--- src/rtl/rfr_pkg.sv ---
package rfr_pkg;

  // Cycles in an interval, rounded down so the interval is never exceeded.
  function automatic int unsigned cycles_for(input int unsigned mhz,
                                             input int unsigned tenths_us);
    return (mhz * tenths_us) / 10;
  endfunction

  function automatic int unsigned max3(input int unsigned a,
                                       input int unsigned b,
                                       input int unsigned c);
    int unsigned m;
    m = (a > b) ? a : b;
    return (m > c) ? m : c;
  endfunction

endpackage

--- src/rtl/rfr_interval_lut.sv ---
module rfr_interval_lut #(
  parameter int unsigned MHZ_0   = 66,
  parameter int unsigned MHZ_1   = 100,
  parameter int unsigned MHZ_2   = 133,
  parameter int unsigned TENTH_1 = 78,
  parameter int unsigned TENTH_2 = 156,
  parameter int unsigned TENTH_3 = 1250,
  parameter int unsigned CNT_W   = 15
) (
  input  logic [1:0]       rate_sel,
  input  logic [1:0]       freq_sel,
  output logic [CNT_W-1:0] limit
);

  logic [CNT_W-1:0] table_q [4][4];

  for (genvar f = 0; f < 4; f++) begin : g_freq
    localparam int unsigned FMHZ = (f == 0) ? MHZ_0 : (f == 1) ? MHZ_1 : MHZ_2;
    for (genvar r = 0; r < 4; r++) begin : g_rate
      localparam int unsigned TT = (r == 1) ? TENTH_1 :
                                   (r == 2) ? TENTH_2 :
                                   (r == 3) ? TENTH_3 : 0;
      assign table_q[f][r] = CNT_W'(rfr_pkg::cycles_for(FMHZ, TT));
    end
  end

  assign limit = table_q[freq_sel][rate_sel];

endmodule

--- src/rtl/rfr_tick_gen.sv ---
module rfr_tick_gen #(
  parameter int unsigned CNT_W = 15
) (
  input  logic             clk,
  input  logic             rst,
  input  logic [1:0]       rate_sel,
  input  logic [CNT_W-1:0] limit,
  output logic             expire
);

  logic [1:0]       rate_q;
  logic [CNT_W-1:0] cnt_q;
  logic             off;
  logic             change;

  assign off    = (rate_sel == 2'b00);
  assign change = (rate_sel != rate_q);
  assign expire = !off && !change && (cnt_q >= limit - CNT_W'(1));

  always_ff @(posedge clk) begin
    if (rst) begin
      rate_q <= 2'b00;
      cnt_q  <= '0;
    end else begin
      rate_q <= rate_sel;
      if (off || change || expire) cnt_q <= '0;
      else                         cnt_q <= cnt_q + CNT_W'(1);
    end
  end

endmodule

--- src/rtl/rfr_pending.sv ---
module rfr_pending #(
  parameter int unsigned PEND_MAX = 8,
  localparam int unsigned PW = $clog2(PEND_MAX + 1)
) (
  input  logic clk,
  input  logic rst,
  input  logic clear,
  input  logic expire,
  input  logic ack,
  output logic req,
  output logic ovf
);

  logic [PW-1:0] pend_q;
  logic [PW-1:0] pend_n;
  logic          full;
  logic          dec;
  logic          drop;

  assign full = (pend_q == PW'(PEND_MAX));
  assign dec  = ack && (pend_q != '0);
  assign drop = !clear && expire && full && !dec;

  always_comb begin
    pend_n = pend_q;
    if (clear) begin
      pend_n = '0;
    end else begin
      unique case ({expire, dec})
        2'b10:   if (!full) pend_n = pend_q + PW'(1);
        2'b01:   pend_n = pend_q - PW'(1);
        default: pend_n = pend_q;
      endcase
    end
  end

  always_ff @(posedge clk) begin
    if (rst) begin
      pend_q <= '0;
      req    <= 1'b0;
      ovf    <= 1'b0;
    end else begin
      pend_q <= pend_n;
      req    <= (pend_n != '0);
      ovf    <= ovf | drop;
    end
  end

endmodule

--- src/rtl/refresh_req_timer.sv ---
module refresh_req_timer #(
  parameter int unsigned MHZ_0    = 66,
  parameter int unsigned MHZ_1    = 100,
  parameter int unsigned MHZ_2    = 133,
  parameter int unsigned TENTH_1  = 78,
  parameter int unsigned TENTH_2  = 156,
  parameter int unsigned TENTH_3  = 1250,
  parameter int unsigned PEND_MAX = 8
) (
  input  logic       clk,
  input  logic       rst,
  input  logic [1:0] rate_sel,
  input  logic [1:0] freq_sel,
  input  logic       refresh_ack,
  output logic       refresh_req,
  output logic       overflow
);

  localparam int unsigned MAX_CYC = rfr_pkg::cycles_for(
      rfr_pkg::max3(MHZ_0, MHZ_1, MHZ_2),
      rfr_pkg::max3(TENTH_1, TENTH_2, TENTH_3));
  localparam int unsigned CNT_W = $clog2(MAX_CYC + 1);

  logic [CNT_W-1:0] limit;
  logic             expire;
  logic             clear;

  assign clear = (rate_sel == 2'b00);

  rfr_interval_lut #(
    .MHZ_0(MHZ_0), .MHZ_1(MHZ_1), .MHZ_2(MHZ_2),
    .TENTH_1(TENTH_1), .TENTH_2(TENTH_2), .TENTH_3(TENTH_3),
    .CNT_W(CNT_W)
  ) u_lut (
    .rate_sel(rate_sel),
    .freq_sel(freq_sel),
    .limit(limit)
  );

  rfr_tick_gen #(.CNT_W(CNT_W)) u_tick (
    .clk(clk),
    .rst(rst),
    .rate_sel(rate_sel),
    .limit(limit),
    .expire(expire)
  );

  rfr_pending #(.PEND_MAX(PEND_MAX)) u_pend (
    .clk(clk),
    .rst(rst),
    .clear(clear),
    .expire(expire),
    .ack(refresh_ack),
    .req(refresh_req),
    .ovf(overflow)
  );

endmodule

--- config.mk ---
export PLATFORM = sky130hd
export DESIGN_NAME = refresh_req_timer
export DESIGN_NICKNAME = d
export VERILOG_FILES = /design/src/rtl/rfr_pkg.sv /design/src/rtl/rfr_interval_lut.sv /design/src/rtl/rfr_tick_gen.sv /design/src/rtl/rfr_pending.sv /design/src/rtl/refresh_req_timer.sv
export SDC_FILE = /design/constraint.sdc
export NUM_CORES = 1
export LEC_CHECK = 0
export BUFFER_PORTS_ARGS = -buffer_cell sky130_fd_sc_hd__clkbuf_2
export CAP_MARGIN = 10
export CORE_MARGIN = 1
export CORE_UTILIZATION = 57
export CTS_BUF_LIST = sky130_fd_sc_hd__clkbuf_4 sky130_fd_sc_hd__clkbuf_8
export DETAILED_ROUTE_END_ITERATION = 16
export PLACE_DENSITY = 0.78
export RECOVER_POWER = 25
export SYNTH_ARGS = -nofsm -noshare
export SYNTH_HDL_FRONTEND = slang
export SYNTH_SLANG_ARGS = --single-unit
--- constraint.sdc ---
create_clock -name clk -period 3.1 [get_ports clk]
set_input_delay 0.155 -clock clk [delete_from_list [all_inputs] [get_ports clk]]
set_output_delay 0.155 -clock clk [all_outputs]
set_load 0.005 [all_outputs]
==> flow_metrics.tcl <==
set metrics [dict create \
    numCtsBuffers 3 \
    path_class "primary input to register" \
    syn_inst 199 \
    gp_congestion 0.921 \
    rsz0062_at_grt "no" \
    worst_setup_path_end_kind "register" \
    cts_setup_buffers 0 \
    hold_slack_ns 0.102 \
    clkLatencyLatePin_ns 0.31 \
    cts_root_buf "clkbuf_4" \
    crit_path_start "rate_sel[0]" \
    synth_nets 226 \
    slew_headroom_pct 59.9 \
    io_pins 9 \
    cts_tree "yes" \
    min_path_type "primary input to register" \
    n_antenna_cell 0 \
    overflow 0 \
    post-dp-hpwl_mm 2.75 \
    antenna_left 0 \
    viasPerCell 5.93 \
    path_max_fanout 11 \
    num_vias 1440 \
    worst_ir_drop_vdd_mv 0.328 \
    clock_path_buffers 2 \
    die_y_microns 54.7 \
    core_sq_mm 0.00254 \
    cts_resized 0 \
    start_kind "primary input" \
    setup_viol 0 \
    clk_pin_slew_ns 0.13 \
    period_share_pct 93.4 \
    min_from "rst" \
    io_buffers 8 \
    r2r_slack_ns 0.21 \
    crit_required_ns 3.30 \
    worstPathCellList "clkbuf_2 -> nor2_1 -> buf_4 -> a21oi_1 -> ha_1 -> nand4_1 -> nor4_1 -> nor3_1 -> nand3_1 -> nand2b_1 -> ha_1 -> a21o_1 -> a221oi_2 -> nor2_1 -> or4_1" \
    crit_path_top_delay_cell "or4_1" \
    drt_iter0_drc 36 \
    routedWlPerCell_microns 13.9 \
    wl_mm 3.39 \
    yosysWarnings 0 \
    synth-seq-cells 23 \
    ys_seq_area_share_pct 29.1 \
    grt_pass1_vias 1311 \
    period_minus_slack_ns 2.90 \
    syn_area_sq_mm 0.00158 \
    critPathArrivalTime_ns 3.10 \
    die_area_sq_mm 0.00299 \
    drv_slew 0 \
    outcome "completed" \
    cts.htree.levels 1 \
    skew_ns 0.00261 \
    final_common_cell "nor2_1" \
    layout.nets 241 \
    total_power_uw 505 \
    clock.fmax_mhz 345 \
    area_growth_pct 9.16 \
    final_cell_mix "34 x nor2_1, 23 x dfxtp_1, 20 x ha_1, 12 x a21oi_1" \
    ys_types 41 \
    worst_pin_slew_ns 0.587 \
    num_rows 18 \
    drive_above_1_share_pct 9.39 \
    first_pass_iters 4 \
    power_density_mw_per_mm2 292 \
    hold_viol_final 0 \
    final.setup.worst_slack_ns 0.203 \
    r2r_start "u_tick.cnt_q[12]" \
    avgSynthCellArea_sq_um 7.96 \
    cts.sinks 23 \
    rr_worst_depth 11 \
    slowest_delay_ns 0.51 \
    r2r_end "u_pend.req" \
    holdBufCountCts 0 \
    power.leakage_uw 0.000698 \
    cap_violations 0 \
    post-place-ws_ns -0.104 \
    endpoint "u_pend.req" \
    track_usage_pct 25.4 \
    start_util_pct 62.2 \
    route.detailed.drc 0 \
    grt_max_degree 15 \
    die_x_microns 54.7 \
    grt_antenna_before_repair 0 \
    grt_pass1_wl_mm 5.38 \
]
report_power, final:
group / switching [uW] / internal [uW] / total (uW) / leakage (uW)
Combinational: 39.0 / 27.0 / 66.0 / 0.000498
Sequential: 1.37 / 297 / 299 / 0.000186
Clock: 91.3 / 49.3 / 141 / 0.0000139
Total: 132 / 374 / 505 / 0.000698
cell families after synthesis:
family | count (synthesis) | synth area share (%)
buf+inv | 17 | 4.11
mux | 1 | 0.632
flops | 23 | 29.1
compound gates | 37 | 15.4
xor+xnor | 15 | 8.29
simple gates | 86 | 26.7
fa+ha+maj | 20 | 15.8
synth_stat cells:
cell,instances,share of area (%)
a211oi_1,1,0.47
and3_1,2,0.79
o31a_1,1,0.55
mux2i_1,1,0.63
and4b_1,1,0.63
a2bb2oi_1,2,1.1
nor2b_1,2,0.79
o31ai_1,1,0.47
o21ai_0,7,2.2
ha_1,20,16
nand4_1,6,2.4
a221oi_2,1,0.95
o211a_1,1,0.63
nand3b_1,2,0.95
nand3_1,9,2.8
xor2_1,5,2.8
nand2_1,10,2.4
a21oi_1,12,3.8
and2_1,3,1.2
buf_2,1,0.32
inv_1,10,2.4
a32o_1,1,0.63
o22ai_1,1,0.40
nor3_1,6,1.9
clkbuf_1,6,1.4
nor4_1,1,0.40
or4_1,1,0.47
and4_1,1,0.55
a21o_1,2,0.95
nor4bb_1,1,0.63
o41ai_1,1,0.55
o21a_1,1,0.47
a2111oi_0,1,0.55
nor2_1,34,8.1
o21ai_1,2,0.63
dfxtp_1,23,29
nand2b_1,6,2.4
a21bo_1,1,0.63
xnor2_1,10,5.5
a31oi_1,1,0.40
or3_1,1,0.40
how the worst min path moves through the flow:
stage                             to  slack, ns  cells past startpoint
CTS                 u_tick.rate_q[0]       0.09                      2
finish              u_tick.rate_q[0]       0.10                      2
detailed placement  u_tick.rate_q[0]       0.45                      2
global placement    u_tick.rate_q[0]       0.44                      2
floorplan                 u_pend.ovf       0.42                      2
global route        u_tick.rate_q[0]        0.1                      2
registers in the layout, indices dropped and copies added (netlist names):
name	count
u_tick.cnt_q	15
u_pend.pend_q	4
u_tick.rate_q	2
u_pend.ovf	1
u_pend.req	1
cell type report:
class / instances / area [sq um]
multi-input cells: 159 / 1060
fillers: 222 / 816
flip-flops and latches: 23 / 460
repair buffers: 17 / 105
inverters: 10 / 37.5
well taps: 30 / 37.5
clock buffers: 3 / 22.5
clock inverters: 1 / 7.51
worst max-delay path: cells and delay by family:
family | cells | cell delay (ns)
simple gates | 8 | 1.47
fa+ha+maj | 2 | 0.61
compound gates | 3 | 0.50
buf+inv | 2 | 0.35
per-stage QoR:
| step | setup TNS [ns] | utilization, % | std cells | instance area [sq um] |
|---|---|---|---|---|
| 2_1_floorplan | 0 | - | 199 | 1580 |
| 3_3_place_gp | -0.0452 | 66.9 | 239 | 1700 |
| 3_5_place_dp | -0.104 | 66.9 | 239 | 1700 |
| 4_1_cts | 0 | 68.0 | 243 | 1730 |
| 5_1_grt | 0 | 67.9 | 243 | 1730 |
| 6_report | 0 | 67.9 | 243 | 1730 |
metal layers:
| metal | routed length [microns] | track usage [%] | up-vias |
|---|---|---|---|
| met5 | 0 | 0 | - |
| met4 | 102 | 11.5 | 0 |
| met3 | 157 | 4.44 | 16 |
| met2 | 1580 | 45.0 | 31 |
| met1 | 1550 | 29.1 | 660 |
| li1 | - | - | 733 |
No activity file was read; power rests on OpenSTA's default activity.
